### src/rtl/irq_entry_pkg.sv
package irq_entry_pkg;

   typedef enum logic [3:0] {
      ST_IDLE,
      ST_PUSH_LO,
      ST_PUSH_HI,
      ST_VEC,
      ST_POP_HI,
      ST_POP_LO,
      ST_POP_WAIT,
      ST_RESUME,
      ST_GUARD
   } seq_state_e;

endpackage

### src/rtl/irq_pick.sv
module irq_pick #(
   parameter int NSRC  = 5,
   parameter int SRC_W = 3
) (
   input  logic [NSRC-1:0]  pend_i,
   output logic             any_o,
   output logic [SRC_W-1:0] idx_o,
   output logic [NSRC-1:0]  grant_o
);

   // seen[g] is set when any lane below g is pending
   logic [NSRC:0] seen;
   assign seen[0] = 1'b0;

   for (genvar g = 0; g < NSRC; g++) begin : g_lane
      assign grant_o[g]  = pend_i[g] & ~seen[g];
      assign seen[g + 1] = seen[g] | pend_i[g];
   end

   assign any_o = seen[NSRC];

   always_comb begin
      idx_o = '0;
      for (int i = NSRC - 1; i >= 0; i--) begin
         if (pend_i[i]) idx_o = SRC_W'(i);
      end
   end

endmodule

### src/rtl/irq_sp.sv
module irq_sp #(
   parameter int          SP_W   = 8,
   parameter logic [SP_W-1:0] SP_RST = 8'h07
) (
   input  logic            clk,
   input  logic            rst_n,
   input  logic            inc_i,
   input  logic            dec_i,
   output logic [SP_W-1:0] sp_o,
   output logic [SP_W-1:0] sp_next_o
);

   logic [SP_W-1:0] sp_q;

   assign sp_next_o = sp_q + SP_W'(1);
   assign sp_o      = sp_q;

   always_ff @(posedge clk) begin
      if (!rst_n) begin
         sp_q <= SP_RST;
      end else if (inc_i) begin
         sp_q <= sp_q + SP_W'(1);
      end else if (dec_i) begin
         sp_q <= sp_q - SP_W'(1);
      end
   end

endmodule

### src/rtl/irq_ctrl.sv
module irq_ctrl
   import irq_entry_pkg::*;
#(
   parameter int NSRC       = 5,
   parameter int SRC_W      = 3,
   parameter int DW         = 8,
   parameter int PC_W       = 16,
   parameter int VEC_BASE   = 3,
   parameter int VEC_STRIDE = 8
) (
   input  logic             clk,
   input  logic             rst_n,
   input  logic             take_i,
   input  logic [SRC_W-1:0] idx_i,
   input  logic [NSRC-1:0]  grant_i,
   input  logic             reti_i,
   input  logic             insn_done_i,
   input  logic [PC_W-1:0]  pc_i,
   input  logic [DW-1:0]    ram_rdata_i,
   output logic             ram_we_o,
   output logic             ram_re_o,
   output logic [DW-1:0]    ram_wdata_o,
   output logic             pc_load_o,
   output logic [PC_W-1:0]  pc_o,
   output logic             busy_o,
   output logic [NSRC-1:0]  ack_o
);

   seq_state_e       state_q;
   logic [PC_W-1:0]  pc_save_q;
   logic [SRC_W-1:0] src_q;
   logic [NSRC-1:0]  grant_q;
   logic [DW-1:0]    hi_q;
   logic [DW-1:0]    lo_q;
   logic [PC_W-1:0]  vec_addr;

   always_ff @(posedge clk) begin
      if (!rst_n) begin
         state_q   <= ST_IDLE;
         pc_save_q <= '0;
         src_q     <= '0;
         grant_q   <= '0;
         hi_q      <= '0;
         lo_q      <= '0;
      end else begin
         unique case (state_q)
            ST_IDLE: begin
               if (reti_i) begin
                  state_q <= ST_POP_HI;
               end else if (take_i) begin
                  pc_save_q <= pc_i;
                  src_q     <= idx_i;
                  grant_q   <= grant_i;
                  state_q   <= ST_PUSH_LO;
               end
            end
            ST_PUSH_LO:  state_q <= ST_PUSH_HI;
            ST_PUSH_HI:  state_q <= ST_VEC;
            ST_VEC:      state_q <= ST_IDLE;
            ST_POP_HI:   state_q <= ST_POP_LO;
            ST_POP_LO: begin
               hi_q    <= ram_rdata_i;
               state_q <= ST_POP_WAIT;
            end
            ST_POP_WAIT: begin
               lo_q    <= ram_rdata_i;
               state_q <= ST_RESUME;
            end
            ST_RESUME:   state_q <= ST_GUARD;
            ST_GUARD: begin
               if (insn_done_i) state_q <= ST_IDLE;
            end
            default:     state_q <= ST_IDLE;
         endcase
      end
   end

   assign vec_addr = PC_W'(VEC_BASE) + PC_W'(VEC_STRIDE) * PC_W'(src_q);

   always_comb begin
      ram_we_o    = 1'b0;
      ram_re_o    = 1'b0;
      ram_wdata_o = '0;
      pc_load_o   = 1'b0;
      pc_o        = '0;
      busy_o      = 1'b1;
      ack_o       = '0;
      unique case (state_q)
         ST_IDLE:  busy_o = 1'b0;
         ST_GUARD: busy_o = 1'b0;
         ST_PUSH_LO: begin
            ram_we_o    = 1'b1;
            ram_wdata_o = pc_save_q[DW-1:0];
            ack_o       = grant_q;
         end
         ST_PUSH_HI: begin
            ram_we_o    = 1'b1;
            ram_wdata_o = pc_save_q[PC_W-1:DW];
         end
         ST_VEC: begin
            pc_load_o = 1'b1;
            pc_o      = vec_addr;
         end
         ST_POP_HI, ST_POP_LO: ram_re_o = 1'b1;
         ST_RESUME: begin
            pc_load_o = 1'b1;
            pc_o      = {hi_q, lo_q};
         end
         default: ;
      endcase
   end

endmodule

### src/rtl/irq_entry_seq.sv
module irq_entry_seq #(
   parameter int NSRC       = 5,
   parameter int DW         = 8,
   parameter int PC_W       = 16,
   parameter int SP_W       = 8,
   parameter int SP_RST     = 7,
   parameter int VEC_BASE   = 3,
   parameter int VEC_STRIDE = 8
) (
   input  logic            clk,
   input  logic            rst_n,
   input  logic [NSRC-1:0] req_i,
   input  logic [NSRC-1:0] en_i,
   input  logic            gen_i,
   input  logic            reti_i,
   input  logic            insn_done_i,
   input  logic [PC_W-1:0] pc_i,
   output logic            pc_load_o,
   output logic [PC_W-1:0] pc_o,
   output logic            ram_we_o,
   output logic            ram_re_o,
   output logic [SP_W-1:0] ram_addr_o,
   output logic [DW-1:0]   ram_wdata_o,
   input  logic [DW-1:0]   ram_rdata_i,
   output logic            busy_o,
   output logic [NSRC-1:0] ack_o
);

   localparam int SRC_W = (NSRC > 1) ? $clog2(NSRC) : 1;
   localparam longint LAST_VEC = longint'(VEC_BASE) + longint'(VEC_STRIDE) * longint'(NSRC - 1);

   if (PC_W != 2 * DW) begin : g_bad_pc_width
      $error("program counter must be exactly two RAM bytes wide");
   end
   if (NSRC < 2) begin : g_bad_nsrc
      $error("at least two sources are required");
   end
   if (LAST_VEC >= (longint'(1) << PC_W)) begin : g_bad_vec
      $error("entry addresses do not fit the program counter");
   end
   if (SP_RST >= (1 << SP_W)) begin : g_bad_sp
      $error("stack pointer reset value does not fit");
   end

   logic [NSRC-1:0]  pend;
   logic             any_pend;
   logic [SRC_W-1:0] win_idx;
   logic [NSRC-1:0]  win_grant;
   logic [SP_W-1:0]  sp_cur;
   logic [SP_W-1:0]  sp_up;

   assign pend = req_i & en_i;

   irq_pick #(
      .NSRC  (NSRC),
      .SRC_W (SRC_W)
   ) u_pick (
      .pend_i  (pend),
      .any_o   (any_pend),
      .idx_o   (win_idx),
      .grant_o (win_grant)
   );

   irq_sp #(
      .SP_W   (SP_W),
      .SP_RST (SP_W'(SP_RST))
   ) u_sp (
      .clk       (clk),
      .rst_n     (rst_n),
      .inc_i     (ram_we_o),
      .dec_i     (ram_re_o),
      .sp_o      (sp_cur),
      .sp_next_o (sp_up)
   );

   irq_ctrl #(
      .NSRC       (NSRC),
      .SRC_W      (SRC_W),
      .DW         (DW),
      .PC_W       (PC_W),
      .VEC_BASE   (VEC_BASE),
      .VEC_STRIDE (VEC_STRIDE)
   ) u_ctrl (
      .clk         (clk),
      .rst_n       (rst_n),
      .take_i      (any_pend & gen_i),
      .idx_i       (win_idx),
      .grant_i     (win_grant),
      .reti_i      (reti_i),
      .insn_done_i (insn_done_i),
      .pc_i        (pc_i),
      .ram_rdata_i (ram_rdata_i),
      .ram_we_o    (ram_we_o),
      .ram_re_o    (ram_re_o),
      .ram_wdata_o (ram_wdata_o),
      .pc_load_o   (pc_load_o),
      .pc_o        (pc_o),
      .busy_o      (busy_o),
      .ack_o       (ack_o)
   );

   // pre-increment on save, address at SP on restore
   assign ram_addr_o = ram_we_o ? sp_up : sp_cur;

endmodule

### config.mk
export PLATFORM = sky130hd
export DESIGN_NAME = irq_entry_seq
export DESIGN_NICKNAME = d
export VERILOG_FILES = /design/src/rtl/irq_entry_pkg.sv /design/src/rtl/irq_pick.sv /design/src/rtl/irq_sp.sv /design/src/rtl/irq_ctrl.sv /design/src/rtl/irq_entry_seq.sv
export SDC_FILE = /design/constraint.sdc
export NUM_CORES = 1
export LEC_CHECK = 0
export BUFFER_PORTS_ARGS = -buffer_cell sky130_fd_sc_hd__buf_2
export CAP_MARGIN = 5
export CORE_MARGIN = 4
export CORE_UTILIZATION = 52
export DETAILED_ROUTE_END_ITERATION = 8
export PLACE_DENSITY = 0.77
export RECOVER_POWER = 100
export SLEW_MARGIN = 0
export SYNTH_ARGS = -nofsm -noshare
export SYNTH_HDL_FRONTEND = slang
export SYNTH_HIERARCHICAL = 1
export SYNTH_SLANG_ARGS = --single-unit
### constraint.sdc
create_clock -name clk -period 3.1 [get_ports clk]
set_input_delay 0.62 -clock clk [delete_from_list [all_inputs] [get_ports clk]]
set_output_delay 0.62 -clock clk [all_outputs]
set_load 0.05 [all_outputs]
==> impl_metrics.csv, run 1 <==
group,metric,value,unit
status,outcome,"finished, final reports clean",
clock_tree,post_cts_setup_bufs,0,
finish,final_design_area_no_fill,0.00327,mm^2
sta,final_period_utilization,90.7,%
critical_path,slowest_delay,0.48,ns
clock_tree,clock_tree.buffer_depth,2,
critical_path,path_max_fanout,18,
floorplan,floorplan.io_pins,80,
job,maxCapViolations,0,
critical_path,family_of_cells_with_the_greatest_summed_delay_on_the_critical_path,"simple AND/OR/NAND/NOR gates",
sta,clock_skew,0.00728,ns
hold_path,timing.hold.worst.class,"reg2reg",
critical_path,sum_of_buffers_and_inverters_on_the_critical_path,1,
route,post_route_wl,5940,um
finish,post_route_cells_drive_above_1_share,21.3,%
critical_path,cp.required,2.48,ns
synthesis,synth.avg_cell_area,9.00,um^2
route,post-route-drc-count,0,
clock_tree,worstSkewPairLatency,0.30,ns
critical_path,crit_path_top_delay_cell,"sky130_fd_sc_hd__dfxtp_1",
finish,synthesis_to_layout_area_growth,13.9,%
route,vias,2323,
finish,n_antenna_cell,0,
sta,finalWorstPathRequiredPeriod,2.81,ns
floorplan,floorplan.initialDensity,54.8,%
hold_path,worst_hold_startpoint,"u_ctrl/grant_q[0]$_SDFFE_PN0P_",
synthesis,synth_ff_type,"sky130_fd_sc_hd__dfxtp_1",
critical_path,worst_setup_path_start_kind,"flip-flop",
critical_path,worstSetupPathDepth,5,
sta,timing_max_transition_violations_final,0,
route,first_iter_violations,95,
global_route,global_route.overflow_total,0,
sta,unrepaired_setup_endpoints_after_global_routing,"no",
sta,max_freq,0.356,GHz
clock_tree,cts_hold_buf,0,
floorplan,die_h,82.3,um
synthesis,synth_fp_nets,360,
critical_path,timing.critical_path.cells,"nand2b_1, nor3_1, or2_2, mux2_4, clkbuf_2",
placed_design,io_buffers,79,
finish,commonest_non_fill_non_tap_cell_in_the_layout,"sky130_fd_sc_hd__nand2_1",
finish,filler_cell_count,496,
synthesis,synth_cell_type_count,44,
pwr,leakage_power_summed_over_all_cells,1.34,nW
finish,post-route-util,62.4,%
clock_tree,cts_resized,0,
synthesis,synth_cells,319,
clock_tree,clock_sink_count,52,
finish,layoutNonFillerInstCount,459,
sta,setup-violations-final,0,
placed_design,dp.cells,452,
floorplan,core_area,0.00524,mm^2
synthesis,yosysSeqAreaShare,36.3,%
floorplan,die_area,0.00677,mm^2
sta,timing_worst_slew_pin_value,0.813,ns
finish,most-common-layout-cells,"57 x sky130_fd_sc_hd__nand2_1, 52 x sky130_fd_sc_hd__dfxtp_1, 44 x sky130_fd_sc_hd__mux2i_1, 40 x sky130_fd_sc_hd__buf_2, 24 x sky130_fd_sc_hd__and2_1",
critical_path,regToRegSetupSlack,0.61,ns
global_route,grt_pass1_vias,2266,
placed_design,dp_hpwl,4350,um
placed_design,gpl.final_weighted_congestion,0.776,
synthesis,yosysWarnings,6,
global_route,initial_antenna_violation_count,0,
critical_path,worst-r2r-cell-count,6,
pwr,totalPowerFinal,1.65,mW
critical_path,endpoint_kind,"primary output",
critical_path,worst_ep_arrival_time,2.19,ns
pwr,power-per-cell-area,506,mW/mm^2
clock_tree,clock_tree_from_tritoncts,"done",
route,via_per_inst,5.06,
sta,relSlewSlack,45.8,%
clock_tree,cts_root_buffer,"sky130_fd_sc_hd__clkbuf_8",
route,firstDrtPassIters,4,
floorplan,row_count,26,
synthesis,post_synth_edffs,0,
global_route,grt_util_all_layers,19.2,%
route,antenna_left,0,
global_route,grt_pass1_wl,10100,um
hold_path,min_path_cells,2,
placed_design,placement.cell_area,0.00327,mm^2
critical_path,r2r-start,"u_ctrl/state_q[2]$_SDFFE_PN0P_",
sta,setup-tns-final,0,ns
critical_path,timing.setup.critical_path_class,"reg2out",
global_route,grt_max_degree,59,
clock_tree,number_of_cts_inserted_buffers,5,
hold_path,worst_hold_path.endpoint,"u_ctrl/grant_q[0]$_SDFFE_PN0P_",
clock_tree,clk_transition_reported_paths,0.09,ns
synthesis,syn_area,0.00287,mm^2
critical_path,r2r-end,"u_sp/sp_o[7]$_SDFFE_PN0P_",
synthesis,synthArstFlopShare,0,%
clock_tree,cts_htree_levels,2,
route,routedWlPerCell,12.9,um
finish,fin_nets,430,
synthesis,synth.ff_latch_count,52,
floorplan,floorplan.die.width,82.3,um
pwr,ir_drop,0.336,mV
sta,report.final.hold_viol_count,0,
## area by class of cell
cell class / instances / area, um^2 / area share, %
Inverter: 9 / 33.8 / 1.03
Clock inverter: 1 / 5.00 / 0.153
Clock buffer: 6 / 72.6 / 2.22
Timing Repair Buffer: 86 / 410 / 12.6
Tap cell: 70 / 87.6 / 2.68
Multi-Input combinational cell: 235 / 1620 / 49.5
Sequential cell: 52 / 1040 / 31.9
## synthesized netlist by cell type (2+ instances only)
cell type,number,area [um^2]
sky130_fd_sc_hd__a21oi_1,5,25.0
sky130_fd_sc_hd__a22o_1,8,70.1
sky130_fd_sc_hd__and2_1,26,163
sky130_fd_sc_hd__and3_1,3,18.8
sky130_fd_sc_hd__buf_12,2,40.0
sky130_fd_sc_hd__buf_2,2,10.0
sky130_fd_sc_hd__buf_6,5,56.3
sky130_fd_sc_hd__clkbuf_1,11,41.3
sky130_fd_sc_hd__dfxtp_1,52,1040
sky130_fd_sc_hd__ha_1,2,25.0
sky130_fd_sc_hd__inv_1,9,33.8
sky130_fd_sc_hd__mux2_4,8,120
sky130_fd_sc_hd__mux2i_1,44,440
sky130_fd_sc_hd__nand2_1,57,214
sky130_fd_sc_hd__nand2b_1,4,25.0
sky130_fd_sc_hd__nand3_1,5,25.0
sky130_fd_sc_hd__nand3b_1,2,15.0
sky130_fd_sc_hd__nor2_1,10,37.5
sky130_fd_sc_hd__nor2b_1,16,100
sky130_fd_sc_hd__nor3_1,7,35.0
sky130_fd_sc_hd__nor3b_1,3,22.5
sky130_fd_sc_hd__nor4bb_1,2,20.0
sky130_fd_sc_hd__o21ai_0,2,10.0
sky130_fd_sc_hd__or2_2,2,12.5
sky130_fd_sc_hd__or3_1,3,18.8
sky130_fd_sc_hd__or4_4,2,22.5
sky130_fd_sc_hd__xnor2_1,7,61.3
sky130_fd_sc_hd__xor2_1,4,35.0
## cell families (layout without fill, tap and decap cells)
group	count (synthesis)	count (layout)	synth area share, %
fa+ha+maj	2	2	0.872
flops	52	52	36.3
buf+inv	32	102	6.89
xor+xnor	11	11	3.36
simple gates	148	148	27.3
mux	52	52	19.5
compound gates	22	22	5.75
## how the worst max path moves through the flow
stage,start,end
detailed placement,u_ctrl/state_q[1]$_SDFFE_PN0P_,ram_addr_o[0]
global placement,u_ctrl/state_q[2]$_SDFFE_PN0P_,ram_addr_o[5]
CTS,u_ctrl/state_q[1]$_SDFFE_PN0P_,ram_addr_o[0]
global route,u_ctrl/state_q[1]$_SDFFE_PN0P_,ram_addr_o[3]
finish,u_ctrl/state_q[1]$_SDFFE_PN0P_,ram_addr_o[5]
floorplan,u_ctrl/state_q[1]$_SDFFE_PN0P_,ram_addr_o[0]
## sequential cells by signal (all words and copies together), names as in the netlist
register and flops:
u_ctrl/grant_q 5, u_sp/sp_o 8, u_ctrl/lo_q 8, u_ctrl/src_q 3, u_ctrl/hi_q 8, u_ctrl/state_q 4, u_ctrl/pc_save_q 16
## layer usage
| layer | track usage, % | part of all wire [%] | wire [um] |
|---|---|---|---|
| met2 | 32.6 | 48 | 2880 |
| met3 | 4.88 | 5.0 | 295 |
| met4 | 7.31 | 1.4 | 85 |
| met5 | 0 | 0 | 0 |
| met1 | 23.1 | 45 | 2680 |
## power breakdown
group	internal, mW	leakage (nW)	switching [mW]	total (mW)
Clock	0.154	0.0410	0.206	0.360
Combinational	0.203	0.882	0.326	0.529
Sequential	0.708	0.422	0.0571	0.765
Total	1.07	1.34	0.589	1.65
## worst min-delay path, stage by stage, from the launching register on
cell and delay, ns:
sky130_fd_sc_hd__dfxtp_1 0.31, sky130_fd_sc_hd__nand2_1 0.05, sky130_fd_sc_hd__mux2i_1 0.06
## per-stage QoR
| stage | setup WS [ns] | hold WS (ns) |
|---|---|---|
| floorplan | 0.325 | 0.430 |
| global placement | 0.721 | 0.438 |
| detailed placement | 0.612 | 0.452 |
| CTS | 0.259 | 0.464 |
| global route | 0.152 | 0.475 |
| finish | 0.290 | 0.461 |
Power figures use the tool's default switching activity.
==> run 2: changes to the inputs <==
BUFFER_PORTS_ARGS = not set   (was -buffer_cell sky130_fd_sc_hd__buf_2)
CORE_ASPECT_RATIO = 1.2   (was not set)
CORE_UTILIZATION = 63   (was 52)
DONT_BUFFER_PORTS = 1   (was not set)
PLACE_DENSITY = 0.76   (was 0.77)
==> impl_metrics.csv, run 2 (same netlist as run 1, synthesis figures left out) <==
group,metric,value,unit
job,maxCapViolations,0,
global_route,use_met1,22.8,%
clock_tree,post_cts_setup_bufs,0,
status,outcome,"finished, final reports clean",
sta,final_period_utilization,90.2,%
sta,clock_skew,0.00711,ns
critical_path,crit_path_top_delay_cell,"sky130_fd_sc_hd__dfxtp_1",
clock_tree,cts_hold_buf,0,
floorplan,floorplan.initialDensity,66.3,%
finish,post_route_cells_drive_above_1_share,8.54,%
global_route,initial_antenna_violation_count,0,
global_route,grt_max_degree,76,
finish,commonest_non_fill_non_tap_cell_in_the_layout,"sky130_fd_sc_hd__nand2_1",
clock_tree,number_of_cts_inserted_buffers,5,
floorplan,floorplan.die.width,69.6,um
pwr,leakage_power_summed_over_all_cells,1.07,nW
finish,largest_register,"u_ctrl/pc_save_q",
critical_path,slowest_delay,0.63,ns
critical_path,sum_of_buffers_and_inverters_on_the_critical_path,1,
route,via_per_inst,5.63,
placed_design,placement.cell_area,0.00290,mm^2
sta,finalWorstPathRequiredPeriod,2.79,ns
clock_tree,cts_resized,0,
critical_path,r2r-start,"u_ctrl/state_q[2]$_SDFFE_PN0P_",
global_route,grt_pass1_vias,1983,
placed_design,io_buffers,0,
clock_tree,clock_tree.buffer_depth,2,
sta,setup-violations-final,0,
critical_path,endpoint_kind,"primary output",
floorplan,floorplan.io_pins,80,
clock_tree,clock_sink_count,52,
critical_path,timing.critical_path.cells,"nor3_1, buf_4, or2_2, mux2_2",
sta,unrepaired_setup_endpoints_after_global_routing,"no",
floorplan,row_count,26,
floorplan,core_area,0.00433,mm^2
global_route,global_route.usage.met2,34.9,%
critical_path,worst-r2r-cell-count,7,
critical_path,family_of_cells_with_the_greatest_summed_delay_on_the_critical_path,"flip-flops",
finish,fin_nets,357,
finish,n_antenna_cell,0,
critical_path,worst_setup_path_start_kind,"flip-flop",
clock_tree,worstSkewPairLatency,0.29,ns
global_route,global_route.peak_usage_layer,"met2",
floorplan,die_h,81.9,um
route,routedWlPerCell,15.1,um
hold_path,timing.hold.worst.class,"in2reg",
sta,max_freq,0.358,GHz
clock_tree,clk_transition_reported_paths,0.09,ns
route,vias,2096,
finish,synthesis_to_layout_area_growth,2.18,%
finish,post-route-util,67.8,%
route,post_route_wl,5620,um
critical_path,r2r-end,"u_sp/sp_o[7]$_SDFFE_PN0P_",
route,antenna_left,0,
hold_path,worst_hold_startpoint,"rst_n",
critical_path,cp.required,2.48,ns
sta,setup-tns-final,0,ns
route,firstDrtPassIters,4,
global_route,grt_util_all_layers,19.7,%
placed_design,gpl.final_weighted_congestion,0.784,
critical_path,worst_ep_arrival_time,2.17,ns
placed_design,dp_hpwl,3960,um
sta,relSlewSlack,48.0,%
critical_path,timing.setup.critical_path_class,"reg2out",
finish,most-common-layout-cells,"57 x sky130_fd_sc_hd__nand2_1, 52 x sky130_fd_sc_hd__dfxtp_1, 44 x sky130_fd_sc_hd__mux2i_1, 18 x sky130_fd_sc_hd__and2_0, 16 x sky130_fd_sc_hd__nor2b_1",
global_route,grt_pass1_wl,9150,um
critical_path,regToRegSetupSlack,0.54,ns
pwr,power-per-cell-area,593,mW/mm^2
finish,largest_reg_flops,16,
clock_tree,clock_tree_from_tritoncts,"done",
hold_path,worst_hold_path.endpoint,"u_sp/sp_o[0]$_SDFFE_PN1P_",
hold_path,min_path_cells,1,
pwr,ir_drop,0.365,mV
pwr,totalPowerFinal,1.74,mW
route,post-route-drc-count,0,
global_route,global_route.overflow_total,0,
sta,report.final.hold_viol_count,0,
clock_tree,cts_root_buffer,"sky130_fd_sc_hd__clkbuf_8",
global_route,grtUsageMet3,5.39,%
sta,timing_max_transition_violations_final,0,
finish,final_design_area_no_fill,0.00293,mm^2
clock_tree,cts_htree_levels,2,
floorplan,die_area,0.00570,mm^2
route,first_iter_violations,109,
sta,timing_worst_slew_pin_value,0.780,ns
critical_path,path_max_fanout,18,
[run 2: cell count changes in the layout (fill, tap and decap cells not counted), sizes merged]
cell,delta
bufinv,+2
buf,-39
clkinv,-1
clkbuf,-35
[run 2: per-stage QoR]
step	std cells	hold WS, ns	setup WS, ns
after floorplan	319	0.430	0.325
after global placement	365	0.439	0.638
after detailed placement	365	0.448	0.555
after CTS	372	0.377	0.266
after global routing	372	0.371	0.145
final	372	0.388	0.305
[run 2: layout make-up]
| class | count | area, um^2 |
|---|---|---|
| Multi-Input combinational cell | 235 | 1590 |
| Tap cell | 56 | 70.1 |
| Timing Repair Buffer | 13 | 66.3 |
| Clock inverter | 2 | 60.1 |
| Fill cell | 405 | 1390 |
| Clock buffer | 5 | 68.8 |
| Inverter | 9 | 33.8 |
| Sequential cell | 52 | 1040 |
[run 2: worst max-delay path by stage]
stage                                   start                        end  slack [ns]  cells past startpoint
2_1_floorplan  u_ctrl/state_q[1]$_SDFFE_PN0P_              ram_addr_o[0]        0.33                      6
3_3_place_gp   u_ctrl/state_q[2]$_SDFFE_PN0P_  u_sp/sp_o[7]$_SDFFE_PN0P_        0.64                      7
3_5_place_dp   u_ctrl/state_q[1]$_SDFFE_PN0P_  u_sp/sp_o[3]$_SDFFE_PN0P_        0.56                      8
4_1_cts        u_ctrl/state_q[1]$_SDFFE_PN0P_              ram_addr_o[4]        0.27                      5
5_1_grt        u_ctrl/state_q[0]$_SDFFE_PN0P_              ram_addr_o[7]        0.14                      5
6_report       u_ctrl/state_q[2]$_SDFFE_PN0P_              ram_addr_o[1]        0.31                      4
[run 2: power by group]
part	total, mW	leakage [nW]	switching, mW	internal, mW
combinational	0.449	0.584	0.295	0.155
sequential	0.767	0.422	0.0586	0.708
clock	0.524	0.0642	0.206	0.318
[run 2: layer usage]
metal	vias up	routed length [um]
met5	-	0
met4	0	76
met3	6	329
met2	49	2900
met1	983	2310
li1	1058	-
